File: src/rtl/dacld_pkg.sv
package dacld_pkg;

    localparam int BYTE_W = 8;
    localparam int HI_W   = 4;
    localparam int CODE_W = BYTE_W + HI_W;
    localparam int NCH    = 2;
    localparam int ADDR_W = 2;
    localparam int SLOTS  = 2 * NCH;

    // One channel's staged or committed code
    typedef struct packed {
        logic [HI_W-1:0]   hi;
        logic [BYTE_W-1:0] lo;
    } word_t;

    // Asynchronous bus bundle carried through the synchronizer
    typedef struct packed {
        logic              sel_n;
        logic              wr_n;
        logic              upd_n;
        logic [ADDR_W-1:0] addr;
        logic [BYTE_W-1:0] data;
    } bus_t;

    localparam bus_t BUS_IDLE = '{sel_n: 1'b1, wr_n: 1'b1, upd_n: 1'b1,
                                  addr: '0, data: '0};

    // slot index = channel*2 + (1 for high nibble)
    function automatic logic [SLOTS-1:0] slot_decode(input logic [ADDR_W-1:0] a);
        logic [SLOTS-1:0] v;
        v    = '0;
        v[a] = 1'b1;
        return v;
    endfunction

    function automatic logic [CODE_W-1:0] to_code(input word_t w);
        return {w.hi, w.lo};
    endfunction

endpackage

File: src/rtl/dacld_sync.sv
module dacld_sync #(
    parameter int             W       = 1,
    parameter int             STAGES  = 2,
    parameter logic [W-1:0]   RST_VAL = '0
) (
    input  logic         clk,
    input  logic         rst,
    input  logic [W-1:0] d,
    output logic [W-1:0] q
);
    logic [W-1:0] stg [STAGES];

    always_ff @(posedge clk) begin
        if (rst) begin
            for (int i = 0; i < STAGES; i++) stg[i] <= RST_VAL;
        end else begin
            stg[0] <= d;
            for (int i = 1; i < STAGES; i++) stg[i] <= stg[i-1];
        end
    end

    assign q = stg[STAGES-1];
endmodule

File: src/rtl/dacld_bank.sv
module dacld_bank
    import dacld_pkg::*;
(
    input  logic                 clk,
    input  logic                 rst,
    input  logic                 wr_act,
    input  logic [ADDR_W-1:0]    addr,
    input  logic [BYTE_W-1:0]    data,
    output logic [SLOTS-1:0]     slot_en,
    output word_t [NCH-1:0]      words
);
    assign slot_en = wr_act ? slot_decode(addr) : '0;

    always_ff @(posedge clk) begin
        if (rst) begin
            words <= '0;
        end else begin
            for (int ch = 0; ch < NCH; ch++) begin
                if (slot_en[2*ch])   words[ch].lo <= data;
                if (slot_en[2*ch+1]) words[ch].hi <= data[HI_W-1:0];
            end
        end
    end
endmodule

File: src/rtl/dacld_upd.sv
module dacld_upd #(
    parameter int MIN_PULSE = 4
) (
    input  logic clk,
    input  logic rst,
    input  logic upd_n_s,
    input  logic wr_act,
    output logic xparent,
    output logic capture,
    output logic rise,
    output logic restore,
    output logic hazard
);
    localparam int GAP_W = $clog2(MIN_PULSE + 1);
    localparam logic [GAP_W-1:0] GAP_MAX = GAP_W'(MIN_PULSE);

    logic             low_q;
    logic             ovl_q;
    logic [GAP_W-1:0] gap_q;

    assign xparent = !upd_n_s;
    assign capture = xparent && !low_q;
    assign rise    = !xparent && low_q;
    assign restore = rise && ovl_q && (gap_q < GAP_MAX);

    always_ff @(posedge clk) begin
        if (rst) begin
            low_q  <= 1'b0;
            ovl_q  <= 1'b0;
            gap_q  <= '0;
            hazard <= 1'b0;
        end else begin
            low_q <= xparent;
            if (capture) begin
                ovl_q <= wr_act;
                gap_q <= '0;
            end else if (xparent) begin
                if (wr_act) begin
                    ovl_q <= 1'b1;
                    gap_q <= '0;
                end else if (ovl_q && gap_q < GAP_MAX) begin
                    gap_q <= gap_q + 1'b1;
                end
            end
            if (rise) hazard <= restore;
        end
    end
endmodule

File: src/rtl/dual_dac_loader.sv
module dual_dac_loader
    import dacld_pkg::*;
#(
    parameter int MIN_PULSE   = 4,
    parameter int SYNC_STAGES = 2
) (
    input  logic              clk,
    input  logic              rst,
    input  logic              bus_sel_n,
    input  logic              bus_wr_n,
    input  logic [ADDR_W-1:0] bus_addr,
    input  logic [BYTE_W-1:0] bus_data,
    input  logic              upd_n,
    output logic [CODE_W-1:0] code_a,
    output logic [CODE_W-1:0] code_b,
    output logic              upd_hazard
);
    bus_t             bus_raw;
    bus_t             bus_s;
    logic             wr_act;
    logic [SLOTS-1:0] slot_en;
    word_t [NCH-1:0]  in_words;
    word_t [NCH-1:0]  dac_words;
    logic             xparent, capture, rise, restore;

    assign bus_raw = '{sel_n: bus_sel_n, wr_n: bus_wr_n, upd_n: upd_n,
                       addr: bus_addr, data: bus_data};

    dacld_sync #(
        .W       ($bits(bus_t)),
        .STAGES  (SYNC_STAGES),
        .RST_VAL (BUS_IDLE)
    ) u_sync (
        .clk (clk),
        .rst (rst),
        .d   (bus_raw),
        .q   (bus_s)
    );

    assign wr_act = !bus_s.sel_n && !bus_s.wr_n;

    dacld_bank u_bank (
        .clk     (clk),
        .rst     (rst),
        .wr_act  (wr_act),
        .addr    (bus_s.addr),
        .data    (bus_s.data),
        .slot_en (slot_en),
        .words   (in_words)
    );

    dacld_upd #(.MIN_PULSE(MIN_PULSE)) u_upd (
        .clk     (clk),
        .rst     (rst),
        .upd_n_s (bus_s.upd_n),
        .wr_act  (wr_act),
        .xparent (xparent),
        .capture (capture),
        .rise    (rise),
        .restore (restore),
        .hazard  (upd_hazard)
    );

    // Per-channel committed code with a snapshot taken when the update pulse opens
    for (genvar ch = 0; ch < NCH; ch++) begin : g_chan
        word_t cur_q;
        word_t snap_q;
        always_ff @(posedge clk) begin
            if (rst) begin
                cur_q  <= '0;
                snap_q <= '0;
            end else begin
                if (capture) snap_q <= cur_q;
                if (xparent)      cur_q <= in_words[ch];
                else if (restore) cur_q <= snap_q;
            end
        end
        assign dac_words[ch] = cur_q;
    end

    assign code_a = to_code(dac_words[0]);
    assign code_b = to_code(dac_words[1]);
endmodule

File: config.mk
export PLATFORM = sky130hd
export DESIGN_NAME = dual_dac_loader
export DESIGN_NICKNAME = d
export VERILOG_FILES = /design/src/rtl/dacld_pkg.sv /design/src/rtl/dacld_sync.sv /design/src/rtl/dacld_bank.sv /design/src/rtl/dacld_upd.sv /design/src/rtl/dual_dac_loader.sv
export SDC_FILE = /design/constraint.sdc
export NUM_CORES = 1
export LEC_CHECK = 0
export BUFFER_PORTS_ARGS = -buffer_cell sky130_fd_sc_hd__buf_2
export CAP_MARGIN = 0
export CELL_PAD_IN_SITES_DETAIL_PLACEMENT = 1
export CELL_PAD_IN_SITES_GLOBAL_PLACEMENT = 2
export CORE_MARGIN = 4
export CORE_UTILIZATION = 35
export CTS_CLUSTER_DIAMETER = 100
export CTS_CLUSTER_SIZE = 20
export DETAILED_ROUTE_END_ITERATION = 10
export MAX_ROUTING_LAYER = met4
export PLACE_DENSITY_LB_ADDON = 0.25
export SLEW_MARGIN = 30
export SYNTH_ARGS = -nofsm -noshare
export SYNTH_HDL_FRONTEND = slang
export SYNTH_HIERARCHICAL = 1
export SYNTH_SLANG_ARGS = --single-unit
File: constraint.sdc
create_clock -name clk -period 2.7 [get_ports clk]
set_clock_uncertainty 0.05 [all_clocks]
set_input_delay 0.27 -clock clk [delete_from_list [all_inputs] [get_ports clk]]
set_output_delay 0.27 -clock clk [all_outputs]
set_load 0.02 [all_outputs]
==> key figures, run 1 <==
Finish
  – Multi-input gate area: 0.00180 sq mm
  – Nets: 411
  – Storage cell area: 0.00208 sq mm
  – Area grow syn2layout: 11.6%
  – ANT cells: 0
  – Share of cells above drive strength 1: 22.3%
  – # fillers: 1280

Critical path
  – Critical Path End Type: register
  – Setup CP Type: reg -> reg
  – Required @ worst endpoint: 2860 ps
  – Critical path's slowest cell: dfxtp_1
  – Buffers & Inverters on Critical Path: 1
  – Crit-path max cell delay: 470 ps
  – Reg2reg path depth: 4
  – Reg2reg end: code_b[6]
  – Worst Path Max Fanout: 25
  – CP startpoint: u_sync/stg[0][23]
  – Worst r2r src: u_sync/stg[0][23]
  – Ordered cell list for the critical path: and4b_2 -> buf_4 -> mux2i_1 -> a211oi_2
  – Crit path launch type: register
  – CP arrival: 1870 ps
  – WP depth: 4
  – Delay-heaviest family, CP: flip-flops
  – Worst R2R Setup Slack: 990 ps

Clock network
  – Postcts setup bufs: 0
  – Clk root buf: clkbuf_16
  – Clock Tree Buf Depth: 2
  – CTS Buf Count: 9
  – CTS tree: done
  – CTS Hold Bufs: 0
  – CTS Sinks: 104
  – Skew-Pair Late Insertion Delay: 340 ps
  – H-tree depth: 3
  – CTS resizes: 0
  – Clock transition at the registers of the reported paths: 60 ps

Synthesis
  – Synthesized cell area: 0.00416 sq mm
  – Avg Inst Size Synth: 11.2 sq um
  – Post-Syn Nets: 388
  – Mapped Cells: 372
  – YS warnings: 6

Routing
  – Drt via density: 4.63
  – DRC: 0
  – Detailed Route Iter0 Violations: 113
  – Drt pass-1 iters: 4
  – DR WL/cell: 14.7 um
  – Post-detailed-route count of antenna-violating nets: 0
  – Via Count: 2516
  – WL final: 7980 um

Floorplanning
  – Initial Util: 36.1%
  – Core area: 0.0115 sq mm
  – Die area: 0.0137 sq mm
  – Die H: 117 um
  – I/O Pins: 40
  – # rows: 39
  – Die Span X: 117 um

Global route
  – Initial antenna violation count: 0
  – Vias in the first global route: 2656
  – Pin count of the biggest net entering global routing: 57
  – GR Overflow Total: 0
  – Tot GR Track Use: 13.4%
  – First-pass GRT wire length: 13600 um

Run status
  – Status: finished clean

STA
  – Post-route setup TNS: 0 ps
  – Finish-stage setup viols: 0
  – Max-Slew Margin vs Limit: 66.0%
  – Tcrit/Tclk final: 63.2%
  – RSZ-0062 raised after global routing: no
  – Max Fclk: 586 MHz
  – Worst slew pin tran: 509 ps
  – Fin. max-slew vios: 0
  – Final min period: 1710 ps
  – Final Hold Viols: 0

Run
  – Max-cap violations: 0

Worst hold path
  – Hold Path End: u_sync/stg[0][12]
  – Tightest Hold Check Type: in -> reg
  – Hold path startpoint: bus_sel_n
  – Hold depth: 2

Power and ir drop
  – PwrDens: 651 mW/mm^2
  – Leak pwr: 1.82 nW
  – Pwr Total: 3.02 mW
  – Maximum ir drop on the vdd rail: 0.351 mV

Place
  – IO buf count: 39
  – DP HPWL: 5240 um
  – GP Congestion: 0.678
==> worst reg2reg max path, stage by stage (launching register included) <==
cell	delay, ps
dfxtp_1	470
and4b_2	260
buf_4	390
mux2i_1	320
a211oi_2	90
==> power breakdown <==
group / internal, mW / total (mW) / switching (mW)
sequential: 1.57 / 1.60 / 0.0212
clock: 0.700 / 1.24 / 0.538
combinational: 0.0791 / 0.183 / 0.104
==> layout make-up <==
type	count	share of cell area, %
clock buffers	14	5.91
clock inverters	2	0.270
inverters	4	0.324
multi-input cells	229	38.9
flip-flops and latches	104	44.9
well taps	143	3.86
repair buffers	47	5.83
==> layer usage <==
| metal | vias up | part of all wire (%) | GRT usage (%) |
|---|---|---|---|
| met5 | - | 0 | - |
| met4 | 0 | 2.0 | 5.73 |
| met3 | 13 | 3.9 | 3.39 |
| met2 | 37 | 46 | 20.4 |
| met1 | 1183 | 48 | 16.8 |
| li1 | 1283 | - | - |
==> worst max-delay path by stage <==
stage / to
6_report: code_b[6]
5_1_grt: code_b[5]
4_1_cts: code_b[5]
3_5_place_dp: code_b[5]
3_3_place_gp: code_b[4]
2_1_floorplan: u_bank/words[7]
==> per-stage QoR <==
stage	instance area, sq um	std cells	hold WS [ps]	utilization, %	setup WS, ps
final	4640	543	51.1	40.3	994
after detailed placement	4350	527	348	37.8	962
after floorplan	4160	372	287	-	1130
after CTS	4640	543	33.2	40.3	951
after global placement	4350	527	336	37.8	1040
after global routing	4640	543	52.6	40.3	840
==> sequential cells by signal, summed over array words and instances, names as in the netlist <==
register,flops
code_a,12
code_b,12
g_chan.snap_q,24
u_bank/words,24
u_sync/stg,26
u_upd/gap_q,3
u_upd/hazard,1
u_upd/low_q,1
u_upd/ovl_q,1
==> cell usage in the layout (no fill, tap or decap), drive strengths merged <==
master / instances
dfxtp: 104
mux2i: 72
buf: 47
nor2b: 40
nand2b: 33
nor2: 29
a211oi: 24
clkbuf: 14
or2: 7
and2b: 4
nand2: 4
inv: 3
nand3b: 3
a31oi: 2
a21oi: 2
clkinv: 2
clkinvlp: 1
and3: 1
or3b: 1
and4b: 1
nor4b: 1
or2b: 1
a311oi: 1
o21ai: 1
nor3b: 1
ha: 1
No activity file was read; power rests on OpenSTA's default activity.
==> run 2: changes to the inputs <==
--- a/config.mk
+++ b/config.mk
@@ -5,12 +5,13 @@
 export SDC_FILE = /design/constraint.sdc
 export NUM_CORES = 1
 export LEC_CHECK = 0
+export ABC_AREA = 1
 export BUFFER_PORTS_ARGS = -buffer_cell sky130_fd_sc_hd__buf_2
 export CAP_MARGIN = 0
 export CELL_PAD_IN_SITES_DETAIL_PLACEMENT = 1
 export CELL_PAD_IN_SITES_GLOBAL_PLACEMENT = 2
 export CORE_MARGIN = 4
-export CORE_UTILIZATION = 35
+export CORE_UTILIZATION = 33
 export CTS_CLUSTER_DIAMETER = 100
 export CTS_CLUSTER_SIZE = 20
 export DETAILED_ROUTE_END_ITERATION = 10
==> constraint.sdc (replaced) <==
create_clock -name clk -period 1.7 [get_ports clk]
set_clock_uncertainty 0.05 [all_clocks]
set_input_delay 0.17 -clock clk [delete_from_list [all_inputs] [get_ports clk]]
set_output_delay 0.17 -clock clk [all_outputs]
set_load 0.02 [all_outputs]
==> run 2 against run 1 <==
The flow now finishes with violations (negative hold slack). Cell count up 45%. Clock power increased by 53%. Synthesized cell count up 55%. Routed wire length up 23%. First-iteration DRC count rose by 23%. Core utilization shrank 1.5 points. Largest cell class unchanged. Largest power group unchanged. Highest routed layer unchanged.
==> key figures, run 2 <==
Routing
  – Via Count: 3432 (+36%)
  – DRC: 0 (unchanged)
  – Drt pass-1 iters: 4 (unchanged)
  – Post-detailed-route count of antenna-violating nets: 0 (unchanged)
  – Drt via density: 4.35 (-6.1%)
  – DR WL/cell: 12.5 um (-15%)
  – WL final: 9840 um (+23%)
  – Detailed Route Iter0 Violations: 139 (+23%)

Worst hold path
  – Hold Path End: u_upd/hazard
  – Hold depth: 2 (unchanged)
  – Hold path startpoint: rst
  – Tightest Hold Check Type: in -> reg

Critical path
  – Required @ worst endpoint: 1950 ps (-910 ps)
  – Worst R2R Setup Slack: 200 ps (-790 ps)
  – CP arrival: 1740 ps (-130 ps)
  – Worst r2r src: u_sync/stg[0][23]
  – Reg2reg path depth: 9 (+5)
  – Critical Path End Type: register
  – Crit path launch type: register
  – Worst Path Max Fanout: 24 (-4.0%)
  – Reg2reg end: code_a[9]
  – Setup CP Type: reg -> reg

STA
  – Final min period: 1500 ps (-209 ps)
  – Max Fclk: 668 MHz (+14%)
  – Post-route setup TNS: 0 ps (unchanged)
  – Finish-stage setup viols: 0 (unchanged)
  – Fin. max-slew vios: 0 (unchanged)
  – Worst slew pin tran: 519 ps (+9.45 ps)
  – WHS: -0.344 ps (-51.5 ps)
  – Tcrit/Tclk final: 88.0% (+25 points)
  – RSZ-0062 raised after global routing: no
  – Final Hold Viols: 1 (+1)
  – Max-Slew Margin vs Limit: 65.4% (-0.68 points)

Finish
  – ANT cells: 0 (unchanged)
  – Nets: 628 (+53%)
  – Most common cell after layout, fill and taps aside: nand2_1
  – Most flops, register: u_sync/stg
  – Commonest non-fill, non-tap cells in the layout: nand2_1, nor2_1, dfxtp_1
  – Max reg flops: 26 (unchanged)
  – Post-Layout Inst Area: 0.00487 sq mm (+5.2%)
  – Top Registers: u_sync/stg x26, g_chan.snap_q x24, u_bank/words x24
  – Share of cells above drive strength 1: 14.6% (-7.7 points)
  – Area grow syn2layout: 15.4%

Clock network
  – H-tree depth: 3 (unchanged)
  – CTS Sinks: 104 (unchanged)
  – CTS tree: done
  – Clk root buf: clkbuf_16
  – Postcts setup bufs: 0 (unchanged)
  – Clock transition at the registers of the reported paths: 70 ps (about the same)
  – Skew-Pair Late Insertion Delay: 350 ps (about the same)
  – Clock Tree Buf Depth: 2 (unchanged)
  – CTS Buf Count: 9 (unchanged)

Synthesis
  – Post-Syn Nets: 593 (+53%)
  – Synthesized cell area: 0.00422 sq mm (+1.6%)
  – Mapped Cells: 577 (+55%)
  – Avg Inst Size Synth: 7.32 sq um (-34%)
  – YS warnings: 6 (unchanged)

Place
  – DP Area: 0.00448 sq mm (+3.0%)
  – DP HPWL: 6660 um (+27%)
  – IO buf count: 39 (unchanged)
  – GP Congestion: 0.758 (+12%)

Global route
  – Pin count of the biggest net entering global routing: 49 (-14%)
  – Vias in the first global route: 3450 (+30%)
  – First-pass GRT wire length: 16900 um (+24%)
  – Tot GR Track Use: 15.0% (+1.6 points)
  – GR Overflow Total: 0 (unchanged)
  – Initial antenna violation count: 0 (unchanged)

Floorplanning
  – Core area: 0.0126 sq mm (+9.1%)
  – Initial Util: 33.6% (-2.5 points)
  – Die area: 0.0147 sq mm (+7.2%)
  – # rows: 41 (+5.1%)
  – Die H: 121 um (+3.6%)
  – Die Span X: 121 um (+3.6%)
  – I/O Pins: 40 (unchanged)

Run status
  – Status: finished with violations
  – Failing checks: negative hold slack

Power and ir drop
  – PwrDens: 956 mW/mm^2 (+47%)
  – Leak pwr: 2.53 nW (+39%)
  – Maximum ir drop on the vdd rail: 0.583 mV (+66%)
  – Pwr Total: 4.66 mW (+55%)

Run
  – Max-cap violations: 0 (unchanged)
## run 2: metrics by stage
step           worst slack (ps)  hold slack (ps)  std cells  util (%)
2_1_floorplan               322              187        577         -
3_3_place_gp                287              297        760      35.6
3_5_place_dp                223              303        760      35.6
4_1_cts                     186            0.501        789      38.8
5_1_grt                    80.7             6.83        789      38.8
6_report                    204           -0.344        789      38.8
## run 2: how the worst max path moves through the flow
| stage | to | start | depth (start not counted) |
|---|---|---|---|
| floorplan | u_bank/words[6] | u_sync/stg[0][24] | 7 |
| global placement | code_b[8] | u_sync/stg[0][23] | 10 |
| detailed placement | code_a[3] | u_sync/stg[0][23] | 10 |
| CTS | code_a[9] | u_sync/stg[0][23] | 9 |
| global route | code_b[10] | u_sync/stg[0][23] | 9 |
| finish | code_a[9] | u_sync/stg[0][23] | 9 |
## run 2: metal layers
layer / global-route usage [%] / up-vias / part of all wire [%]
met5: - / - / 0
met3: 4.24 / 13 / 3.1
met2: 24.0 / 37 / 46
li1: - / 1788 / -
met4: 4.46 / 0 / 1.6
met1: 18.5 / 1594 / 49
## run 2: what timing repair did
action / in CTS / in global routing
resized for setup: 0 / 0
setup endpoints to repair: 0 / 0
hold buffers: 13 / 0
endpoints found under the hold margin: 13 / 0
## run 2: layout make-up
| class | instances | area (sq um) |
|---|---|---|
| well taps | 172 | 215 |
| fillers | 1598 | 7690 |
| flip-flops and latches | 104 | 2080 |
| repair buffers | 64 | 465 |
| clock buffers | 12 | 246 |
| clock inverters | 4 | 20.0 |
| multi-input cells | 345 | 1520 |
| inverters | 88 | 330 |
## run 2: power breakdown
part | switching, mW | internal [mW]
Sequential | 0.0333 | 2.50
Combinational | 0.142 | 0.0913
Clock | 0.873 | 1.02
## run 2: worst max-delay path, cell delays in order (launching register included)
cell,delay (ps)
dfxtp_1,420
nand2_1,110
inv_2,70
nand3_2,70
inv_1,210
buf_12,210
nand3_1,90
nand3_1,80
nand2_1,60
inv_1,60
==> run 3: changes to the inputs <==
--- a/config.mk
+++ b/config.mk
@@ -5,18 +5,18 @@
 export SDC_FILE = /design/constraint.sdc
 export NUM_CORES = 1
 export LEC_CHECK = 0
-export ABC_AREA = 1
 export BUFFER_PORTS_ARGS = -buffer_cell sky130_fd_sc_hd__buf_2
 export CAP_MARGIN = 0
 export CELL_PAD_IN_SITES_DETAIL_PLACEMENT = 1
 export CELL_PAD_IN_SITES_GLOBAL_PLACEMENT = 2
 export CORE_MARGIN = 4
-export CORE_UTILIZATION = 33
+export CORE_UTILIZATION = 35
 export CTS_CLUSTER_DIAMETER = 100
 export CTS_CLUSTER_SIZE = 20
 export DETAILED_ROUTE_END_ITERATION = 10
 export MAX_ROUTING_LAYER = met4
 export PLACE_DENSITY_LB_ADDON = 0.25
+export SETUP_SLACK_MARGIN = 0.4
 export SLEW_MARGIN = 30
 export SYNTH_ARGS = -nofsm -noshare
 export SYNTH_HDL_FRONTEND = slang
==> run 3 against run 2 <==
Via count down 23%. Flip-flop and latch count unchanged. Combinational power is 56% higher. Sequential power about the same. Highest routed layer unchanged. Fmax is 2.4% higher. Non-clock buffer count rose by 10. Total power is 5.1% higher. Largest cell class unchanged. Sequential share of layout area decreased by 2.6 points. First-iteration DRC count fell by 40%. The run now ends clean. Cell count fell by 28%.
==> key figures, run 3 (synthesis results as in run 1) <==
Critical path
  – Required @ worst endpoint: 1880 ps (-70 ps)
  – Crit-path max cell delay: 380 ps (-40 ps)
  – Crit path launch type: register
  – Worst Path Max Fanout: 6 (-75%)
  – Critical Path End Type: register
  – Ordered cell list for the critical path: and4b_4 -> buf_12 -> buf_16 -> mux2i_4 -> a211oi_2
  – CP arrival: 1640 ps (-100 ps)
  – Critical path's slowest cell: and4b_4
  – Setup CP Type: reg -> reg

Place
  – DP HPWL: 5480 um (-18%)
  – GP Congestion: 0.719 (-5.1%)
  – IO buf count: 39 (unchanged)

Finish
  – Area grow syn2layout: 25.6%
  – # fillers: 1234 (-23%)
  – Most common cell after layout, fill and taps aside: dfxtp_1
  – Share of cells above drive strength 1: 30.4% (+16 points)
  – Top Registers: u_sync/stg x26, g_chan.snap_q x24, u_bank/words x24
  – Nets: 438 (-30%)
  – Max reg flops: 26 (unchanged)
  – Most flops, register: u_sync/stg
  – Commonest non-fill, non-tap cells in the layout: dfxtp_1, mux2i_1, nor2b_1
  – ANT cells: 0 (unchanged)

Clock network
  – CTS Buf Count: 9 (unchanged)
  – Clock Tree Buf Depth: 2 (unchanged)
  – CTS Sinks: 104 (unchanged)
  – Clk root buf: clkbuf_16
  – H-tree depth: 3 (unchanged)
  – Skew-Pair Late Insertion Delay: 340 ps (about the same)
  – CTS tree: done
  – Clock transition at the registers of the reported paths: 60 ps (about the same)

Worst hold path
  – Tightest Hold Check Type: in -> reg

Run
  – Max-cap violations: 0 (unchanged)

Routing
  – WL final: 8960 um (-9.0%)
  – Drt via density: 4.64 (+6.6%)
  – DRC: 0 (unchanged)
  – DR WL/cell: 15.8 um (+27%)
  – Post-detailed-route count of antenna-violating nets: 0 (unchanged)
  – Detailed Route Iter0 Violations: 84 (-40%)
  – Via Count: 2629 (-23%)
  – Drt pass-1 iters: 3 (-1)

Floorplanning
  – Die area: 0.0137 sq mm (-6.8%)
  – Initial Util: 36.1% (+2.5 points)
  – Die H: 117 um (-3.4%)
  – # rows: 39 (-4.9%)
  – Core area: 0.0115 sq mm (-8.4%)
  – I/O Pins: 40 (unchanged)
  – Die Span X: 117 um (-3.4%)

Power and ir drop
  – PwrDens: 939 mW/mm^2 (-1.8%)
  – Leak pwr: 2.05 nW (-19%)
  – Maximum ir drop on the vdd rail: 0.418 mV (-28%)

STA
  – Worst slew pin tran: 572 ps (+52.9 ps)
  – Max-Slew Margin vs Limit: 61.9% (-3.5 points)
  – Max Fclk: 684 MHz (+2.4%)
  – Finish-stage setup viols: 0 (unchanged)
  – Final Hold Viols: 0 (-1)
  – WHS: 14.5 ps (+14.9 ps)
  – Post-route setup TNS: 0 ps (unchanged)
  – Tcrit/Tclk final: 86.0% (-2.0 points)
  – Final min period: 1460 ps (-34.8 ps)
  – RSZ-0062 raised after global routing: yes
  – Fin. max-slew vios: 0 (unchanged)

Global route
  – First-pass GRT wire length: 14200 um (-16%)
  – Pin count of the biggest net entering global routing: 56 (+14%)
  – Tot GR Track Use: 14.0% (-1.0 points)
  – GR Overflow Total: 0 (unchanged)
  – Initial antenna violation count: 0 (unchanged)
  – Vias in the first global route: 2721 (-21%)

Run status
  – Status: finished clean
-- run 3: where the power goes --
group	switching (mW)	total [mW]	internal, mW	leakage, nW
combinational	0.183	0.366	0.183	1.07
clock	0.833	1.99	1.16	0.135
sequential	0.0405	2.54	2.50	0.847
-- run 3: layer usage --
layer  part of all wire (%)  track usage [%]
met5                      0                -
met3                    2.7             2.57
met4                    1.8             5.96
met1                     49             18.0
met2                     47             21.6
-- run 3: critical path, delay by kind of cell, from the launching register on --
kind,cells,cell delay [ps]
DFF,1,320
AOI/OAI and AO/OA,1,80
muxes,1,240
and+or+nand+nor,1,380
buffers and inverters,2,270
-- run 3: layout make-up --
class	instances	area (sq um)	area share [%]
inverter	4	18.8	0.360
clock inverter	1	30.0	0.576
tap	143	179	3.43
multi-input combinational	229	1970	37.7
sequential	104	2090	40.1
timing repair buffer	74	684	13.1
clock buffer	12	246	4.72
-- run 3: worst paths after layout --
path	start	endpoint	slack (ps)	depth (start not counted)
setup reg to reg	u_upd/gap_q[2]	code_a[2]	240	5
hold / removal	bus_data[7]	u_sync/stg[0][7]	10	2
hold reg to reg	u_sync/stg[0][12]	u_sync/stg[0][25]	350	1
setup / recovery	u_upd/gap_q[2]	code_a[2]	240	5
-- run 3: per-stage QoR --
step           cells  total power [mW]  util [%]  area, sq um  setup slack (ps)
4_1_cts          562              4.93      43.2         4980               256
3_5_place_dp     528              2.90      38.2         4400               212
2_1_floorplan    372              2.81         -         4180               309
6_report         567              4.90      45.3         5220               238
5_1_grt          567              5.10      45.3         5220               207
3_3_place_gp     528              2.89      38.2         4400               245
-- run 3: repair_timing --
action | 4_1_cts | 5_1_grt
hold endpoints to repair | 12 | 0
setup buffers | 6 | 2
resized for setup | 15 | 31
pin swaps | 13 | 11
hold buffers | 12 | 0
gates cloned | 3 | 3
endpoints found under the setup margin | 32 | 59
